`config.mk`:
```
export PLATFORM = sky130hd
export DESIGN_NAME = dis_init_seq
export DESIGN_NICKNAME = d
export VERILOG_FILES = /design/src/rtl/dis_pkg.sv /design/src/rtl/dis_frame_sel.sv /design/src/rtl/dis_rb_cmp.sv /design/src/rtl/dis_init_seq.sv
export SDC_FILE = /design/constraint.sdc
export NUM_CORES = 1
export LEC_CHECK = 0
export ABC_CLOCK_PERIOD_IN_PS = 1400
export BUFFER_PORTS_ARGS = -buffer_cell sky130_fd_sc_hd__buf_2
export CAP_MARGIN = 20
export CORE_UTILIZATION = 35
export CTS_CLUSTER_SIZE = 8
export DETAILED_ROUTE_END_ITERATION = 6
export GPL_ROUTABILITY_DRIVEN = 0
export GPL_TIMING_DRIVEN = 0
export HOLD_SLACK_MARGIN = 0.15
export SETUP_SLACK_MARGIN = 0.15
export SYNTH_ARGS = -nofsm -noshare
export SYNTH_HDL_FRONTEND = slang
export SYNTH_SLANG_ARGS = --single-unit
```
`constraint.sdc`:
```
create_clock -name clk -period 1.4 [get_ports clk]
set_input_delay 0.14 -clock clk [delete_from_list [all_inputs] [get_ports clk]]
set_output_delay 0.14 -clock clk [all_outputs]
set_load 0.01 [all_outputs]
```
`src/rtl/dis_pkg.sv`:
```
package dis_pkg;
    localparam int CODE_W    = 20;
    localparam int FRAME_W   = 24;
    localparam int NUM_FRM   = 6;
    localparam int IDX_W     = 3;

    localparam logic [FRAME_W-1:0] FRM_CFG   = 24'h200012;
    localparam logic [FRAME_W-1:0] FRM_SWCLR = 24'h400002;
    localparam logic [FRAME_W-1:0] FRM_RDCLR = 24'hB00000;
    localparam logic [FRAME_W-1:0] FRM_NOP   = 24'h000000;
    localparam logic [3:0]         HDR_DAC   = 4'b0001;
    localparam logic [3:0]         HDR_CLR   = 4'b0011;

    typedef enum logic [1:0] {
        ST_IDLE,
        ST_SEND,
        ST_GAP
    } seq_st_e;

    typedef struct packed {
        seq_st_e             st;
        logic [IDX_W-1:0]    idx;
        logic                req;
        logic [FRAME_W-1:0]  word;
        logic                busy;
        logic                done;
        logic                err;
        logic [CODE_W-1:0]   dac;
        logic [CODE_W-1:0]   clr;
    } seq_t;
endpackage

```
`src/rtl/dis_frame_sel.sv`:
```
module dis_frame_sel
    import dis_pkg::*;
#(
    parameter int DAC_BITS = 18
) (
    input  logic [IDX_W-1:0]   idx,
    input  logic [CODE_W-1:0]  dac_code,
    input  logic [CODE_W-1:0]  clr_code,
    output logic [FRAME_W-1:0] word
);
    localparam int PAD = CODE_W - DAC_BITS;

    logic [CODE_W-1:0] keep_mask;

    generate
        if (PAD == 0) begin : g_full
            assign keep_mask = {CODE_W{1'b1}};
        end else begin : g_pad
            assign keep_mask = {{DAC_BITS{1'b1}}, {PAD{1'b0}}};
        end
    endgenerate

    always_comb begin
        case (idx)
            3'd0:    word = FRM_CFG;
            3'd1:    word = {HDR_DAC, dac_code & keep_mask};
            3'd2:    word = {HDR_CLR, clr_code & keep_mask};
            3'd3:    word = FRM_SWCLR;
            3'd4:    word = FRM_RDCLR;
            default: word = FRM_NOP;
        endcase
    end
endmodule

```
`src/rtl/dis_rb_cmp.sv`:
```
module dis_rb_cmp
    import dis_pkg::*;
#(
    parameter int DAC_BITS = 18
) (
    input  logic [FRAME_W-1:0] rdata,
    input  logic [CODE_W-1:0]  expect_code,
    output logic               mismatch
);
    localparam int TOP = CODE_W - 1;

    logic [DAC_BITS-1:0] got_bits;
    logic [DAC_BITS-1:0] exp_bits;

    assign got_bits = rdata[TOP -: DAC_BITS];
    assign exp_bits = expect_code[TOP -: DAC_BITS];
    assign mismatch = (got_bits != exp_bits);
endmodule

```
`src/rtl/dis_init_seq.sv`:
```
module dis_init_seq
    import dis_pkg::*;
#(
    parameter int DAC_BITS = 18
) (
    input  logic                clk,
    input  logic                rst_n,
    input  logic                start,
    input  logic [19:0]         dac_code,
    input  logic [19:0]         clr_code,
    output logic                frm_req,
    output logic [23:0]         frm_word,
    input  logic                frm_ack,
    input  logic [23:0]         frm_rdata,
    output logic                busy,
    output logic                done,
    output logic                err
);
    localparam logic [IDX_W-1:0] LAST_IDX = IDX_W'(NUM_FRM - 1);

    seq_t               s_q;
    seq_t               s_d;
    logic [FRAME_W-1:0] sel_word;
    logic               rb_bad;

    dis_frame_sel #(.DAC_BITS(DAC_BITS)) u_sel (
        .idx      (s_q.idx),
        .dac_code (s_q.dac),
        .clr_code (s_q.clr),
        .word     (sel_word)
    );

    dis_rb_cmp #(.DAC_BITS(DAC_BITS)) u_cmp (
        .rdata       (frm_rdata),
        .expect_code (s_q.clr),
        .mismatch    (rb_bad)
    );

    always_comb begin
        s_d      = s_q;
        s_d.done = 1'b0;
        case (s_q.st)
            ST_IDLE: begin
                if (start) begin
                    s_d.st   = ST_SEND;
                    s_d.idx  = '0;
                    s_d.req  = 1'b1;
                    s_d.word = FRM_CFG;
                    s_d.busy = 1'b1;
                    s_d.err  = 1'b0;
                    s_d.dac  = dac_code;
                    s_d.clr  = clr_code;
                end
            end
            ST_SEND: begin
                if (frm_ack) begin
                    s_d.req = 1'b0;
                    if (s_q.idx == LAST_IDX) begin
                        s_d.st   = ST_IDLE;
                        s_d.busy = 1'b0;
                        s_d.done = 1'b1;
                        s_d.err  = rb_bad;
                    end else begin
                        s_d.st  = ST_GAP;
                        s_d.idx = s_q.idx + 1'b1;
                    end
                end
            end
            ST_GAP: begin
                s_d.st   = ST_SEND;
                s_d.req  = 1'b1;
                s_d.word = sel_word;
            end
            default: s_d.st = ST_IDLE;
        endcase
    end

    always_ff @(posedge clk or negedge rst_n) begin
        if (!rst_n) begin
            s_q <= '{st: ST_IDLE, idx: '0, req: 1'b0, word: '0, busy: 1'b0,
                     done: 1'b0, err: 1'b0, dac: '0, clr: '0};
        end else begin
            s_q <= s_d;
        end
    end

    assign frm_req  = s_q.req;
    assign frm_word = s_q.word;
    assign busy     = s_q.busy;
    assign done     = s_q.done;
    assign err      = s_q.err;

    p_start_r1: assert property (@(posedge clk) disable iff (!rst_n)
        (start && !busy) |=> (busy && !err && frm_req && frm_word == FRM_CFG));

    p_hold_r5: assert property (@(posedge clk) disable iff (!rst_n)
        (frm_req && !frm_ack) |=> (frm_req && $stable(frm_word)));

    p_gap_r6: assert property (@(posedge clk) disable iff (!rst_n)
        (frm_req && frm_ack) |=> !frm_req);

    p_done_pulse_r7: assert property (@(posedge clk) disable iff (!rst_n)
        done |=> !done);

    p_done_idle_r7: assert property (@(posedge clk) disable iff (!rst_n)
        done |-> (!busy && !frm_req));

    p_err_sticky_r9: assert property (@(posedge clk) disable iff (!rst_n)
        (!(start && !busy) && !(frm_req && frm_ack && s_q.idx == LAST_IDX))
        |=> $stable(err));
endmodule

```
==> metrics.csv <==
stage;metric;value;unit
synth;yosysWarnings;0;
detailed_routing;wl;9.00;mm
power_and_ir_drop;power.share.clock;15.2;%
synth;ys_seq_area_share;51.3;%
grt;gr-total-overflow;0;
detailed_routing;drt_first_pass_iters;4;
timing;fin_skew;0.00573;ns
setup_path;end_kind;flop;
layout;final_cell_mix;buf_2 (83), dfrtp_1 (66), dlygate4sd3_1 (38);
place;dp_hpwl;5.54;mm
timing;hold_viol_final;0;
grt;grt_pass1_vias;2633;
synth;synth_compound_area_share;11.2;%
synth;yosysUniqueCellTypes;39;
floorplanning;die_w;99.4;µm
timing;finalCriticalPeriod;1.57;ns
setup_path;crit_top_cell;buf_6;
detailed_routing;wl_per_cell;16.4;µm
synth;syn_inst;272;
power_and_ir_drop;p_comb_share;52.0;%
power_and_ir_drop;p_leak;2.45;nW
power_and_ir_drop;internal_power;0.00708;W
timing;fmax;0.639;GHz
clocking;clock_path_buffers;2;
grt;antenna_found_initial;0;
timing;setup_slack;-0.165;ns
synth;synth_edf_count;0;
floorplanning;core;0.00920;mm²
clocking;clock_latency;0.34;ns
setup_path;crit_slowest_cell;dfrtp_2;
grt;grt_max_degree;69;
synth;synth_xor_area_share;4.75;%
outcome;status;finished with violations;
outcome;violations;negative setup slack;
detailed_routing;drtIter0Drc;86;
detailed_routing;viasPerCell;4.69;
timing;worst_slew_pin_slew;0.620;ns
timing;slew_headroom;58.7;%
synth;avgSynthCellArea;12.2;µm²
synth;synth_fa_ha_area_share;1.89;%
floorplanning;fp.dieH;99.4;µm
clocking;h-tree-depth;3;
setup_path;cp.arrival;1.78;ns
power_and_ir_drop;seq_power_share;32.8;%
setup_path;cp-start-kind;flop;
power_and_ir_drop;powerDensity;2090;mW/mm²
clocking;cts-root-buf;clkbuf_8;
power_and_ir_drop;p_sw;0.00365;W
timing;grt_setup_unrepaired;yes;
layout;areaGrowthSynthToFinish;54.7;%
floorplanning;std_cell_rows;35;
timing;fin_hold_ws;0.222;ns
setup_path;critPathKind;reg -> reg;
detailed_routing;drtAntennaViolNets;0;
layout;nFillCells;789;
synth;syn_area;0.00332;mm²
min_path;hp-class;in -> reg;
synth;synth_top_family_by_area;multiplexers;
clocking;clk_pin_slew_worst_paths;0.07;ns
power_and_ir_drop;vdd_drop_max;0.000756;V
layout;nets;506;
setup_path;cp_cell_sequence;inv_2 -> ha_4 -> nor2_4 -> nor2_2 -> o31ai_4 -> buf_6 -> buf_6 -> o21ai_0;
floorplanning;start_util;36.1;%
floorplanning;die_area;0.00987;mm²
setup_path;critical_path_required;1.62;ns
grt;grtUsageTotal;18.8;%
place;io_buffers;84;
clocking;cts-buffers-inserted;9;
timing;fin_crit_sh;112;%
synth;ys_ff_latch;68;
run;drv_cap;0;
min_path;worstHoldPathCells;5;
timing;setup_viol;41;
detailed_routing;vias;2576;
layout;diodes;0;
grt;grt_pass1_wl;13.8;mm
synth;synth_flop_cell;dfrtp_1;
setup_path;path_max_fanout;5;
detailed_routing;drc;0;
power_and_ir_drop;fin_total_pwr;0.0107;W
layout;drive_above_1_share;51.8;%
floorplanning;io_pins;96;
clocking;cts_sinks;68;
power_and_ir_drop;p_sw_share;34.0;%
synth;yosys.area_share.simple;6.75;%
setup_path;critPathMaxStageDelay;0.43;ns
synth;muxShareOfSynthArea;14.6;%
layout;final_common_cell;buf_2;
layout;final_core_util;55.8;%
synth;synthArstFlopShare;100;%
timing;slew_violations;0;
setup_path;reg2regPathDepth;8;
synth;syn_nets;345;
clocking;tritoncts;done;
## stage by stage
stage / instances / cell area, µm² / setup WS (ns) / setup TNS (ns)
global route: 549 / 5130 / -0.227 / -6.24
floorplan: 272 / 3410 / -0.0767 / -1.28
CTS: 539 / 4910 / -0.137 / -3.20
detailed placement: 467 / 3980 / -0.435 / -9.95
global placement: 467 / 3970 / -0.368 / -20.12
finish: 549 / 5130 / -0.165 / -4.02
## power groups by stage
stage | combinational, W | sequential (W) | clock (W)
2_1_floorplan | 0.00313 | 0.00333 | 0
3_3_place_gp | 0.00405 | 0.00347 | 0
3_5_place_dp | 0.00411 | 0.00350 | 0
4_1_cts | 0.00509 | 0.00346 | 0.00167
5_1_grt | 0.00601 | 0.00364 | 0.00174
6_report | 0.00557 | 0.00352 | 0.00163
## worst max-delay path: cells and delay by family (launching register included)
kind            cells  cell delay [ns]
simple gates        2             0.15
buf+inv             3             0.36
fa+ha+maj           1             0.18
compound gates      2             0.30
flops               1             0.43
## sequential cells by signal, indices dropped and copies added, names as in the netlist
name / flops
done: 1
frm_req: 1
s_q: 41
frm_word: 23
err: 1
busy: 1
## final timing paths
check,startpoint,endpoint,slack [ns]
setup / recovery,s_q[69],frm_word[4],-0.17
hold / removal,frm_rdata[15],err,0.22
setup reg to reg,s_q[69],frm_word[4],-0.17
hold reg to reg,frm_word[12],frm_word[12],0.49
max in group asynchronous,rst_n,s_q[69],0.57
min in group asynchronous,rst_n,frm_word[6],0.38
## synth_stat cells, types with 2 or more instances
cell type  number  share of area (%)
xor2_1          2               0.53
a21oi_1         6               0.91
o21ai_0        22                3.3
mux2_2         19                6.5
nand3_1         2               0.30
buf_6           2               0.68
inv_1           6               0.68
nor2b_1         3               0.57
ha_1            5                1.9
nand2_1        20                2.3
dfrtp_1        68                 51
buf_2           5               0.75
mux2_4         18                8.1
a22o_1          3               0.79
xnor2_1        16                4.2
nor3_1          2               0.30
nor2_1          4               0.45
a22oi_1        17                3.8
buf_4          27                6.1
nand4_1         5               0.94
o31ai_1         2               0.45
## final cells by class
class	count	area [µm²]	area share, %
well taps	111	139	2.71
clock inverters	1	30.0	0.585
repair buffers	150	1180	23.0
plain buffers	37	373	7.27
clock buffers	15	166	3.24
multi-input cells	161	1510	29.5
flip-flops and latches	68	1700	33.2
inverters	6	22.5	0.439
## metal layers
layer,global-route usage [%],part of all wire [%]
met3,3.23,3.8
met5,0,0
met2,30.4,48
met1,24.8,46
met4,8.14,2.4
## logic make-up after synthesis
group,count (synthesis)
DFF,68
muxes,37
adders and majority gates,5
AOI/OAI and AO/OA,56
and+or+nand+nor,44
other,1
xor gates and xnor gates,18
buffers and inverters,43
## repair_timing
action,in CTS,in global routing
endpoints found under the hold margin,105,0
setup endpoints to repair,65,64
hold buffers,38,0
gates resized for setup,30,42
setup buffers,14,8
cloned,4,2
pin swaps,4,10
(Power assumes the default switching activity.)
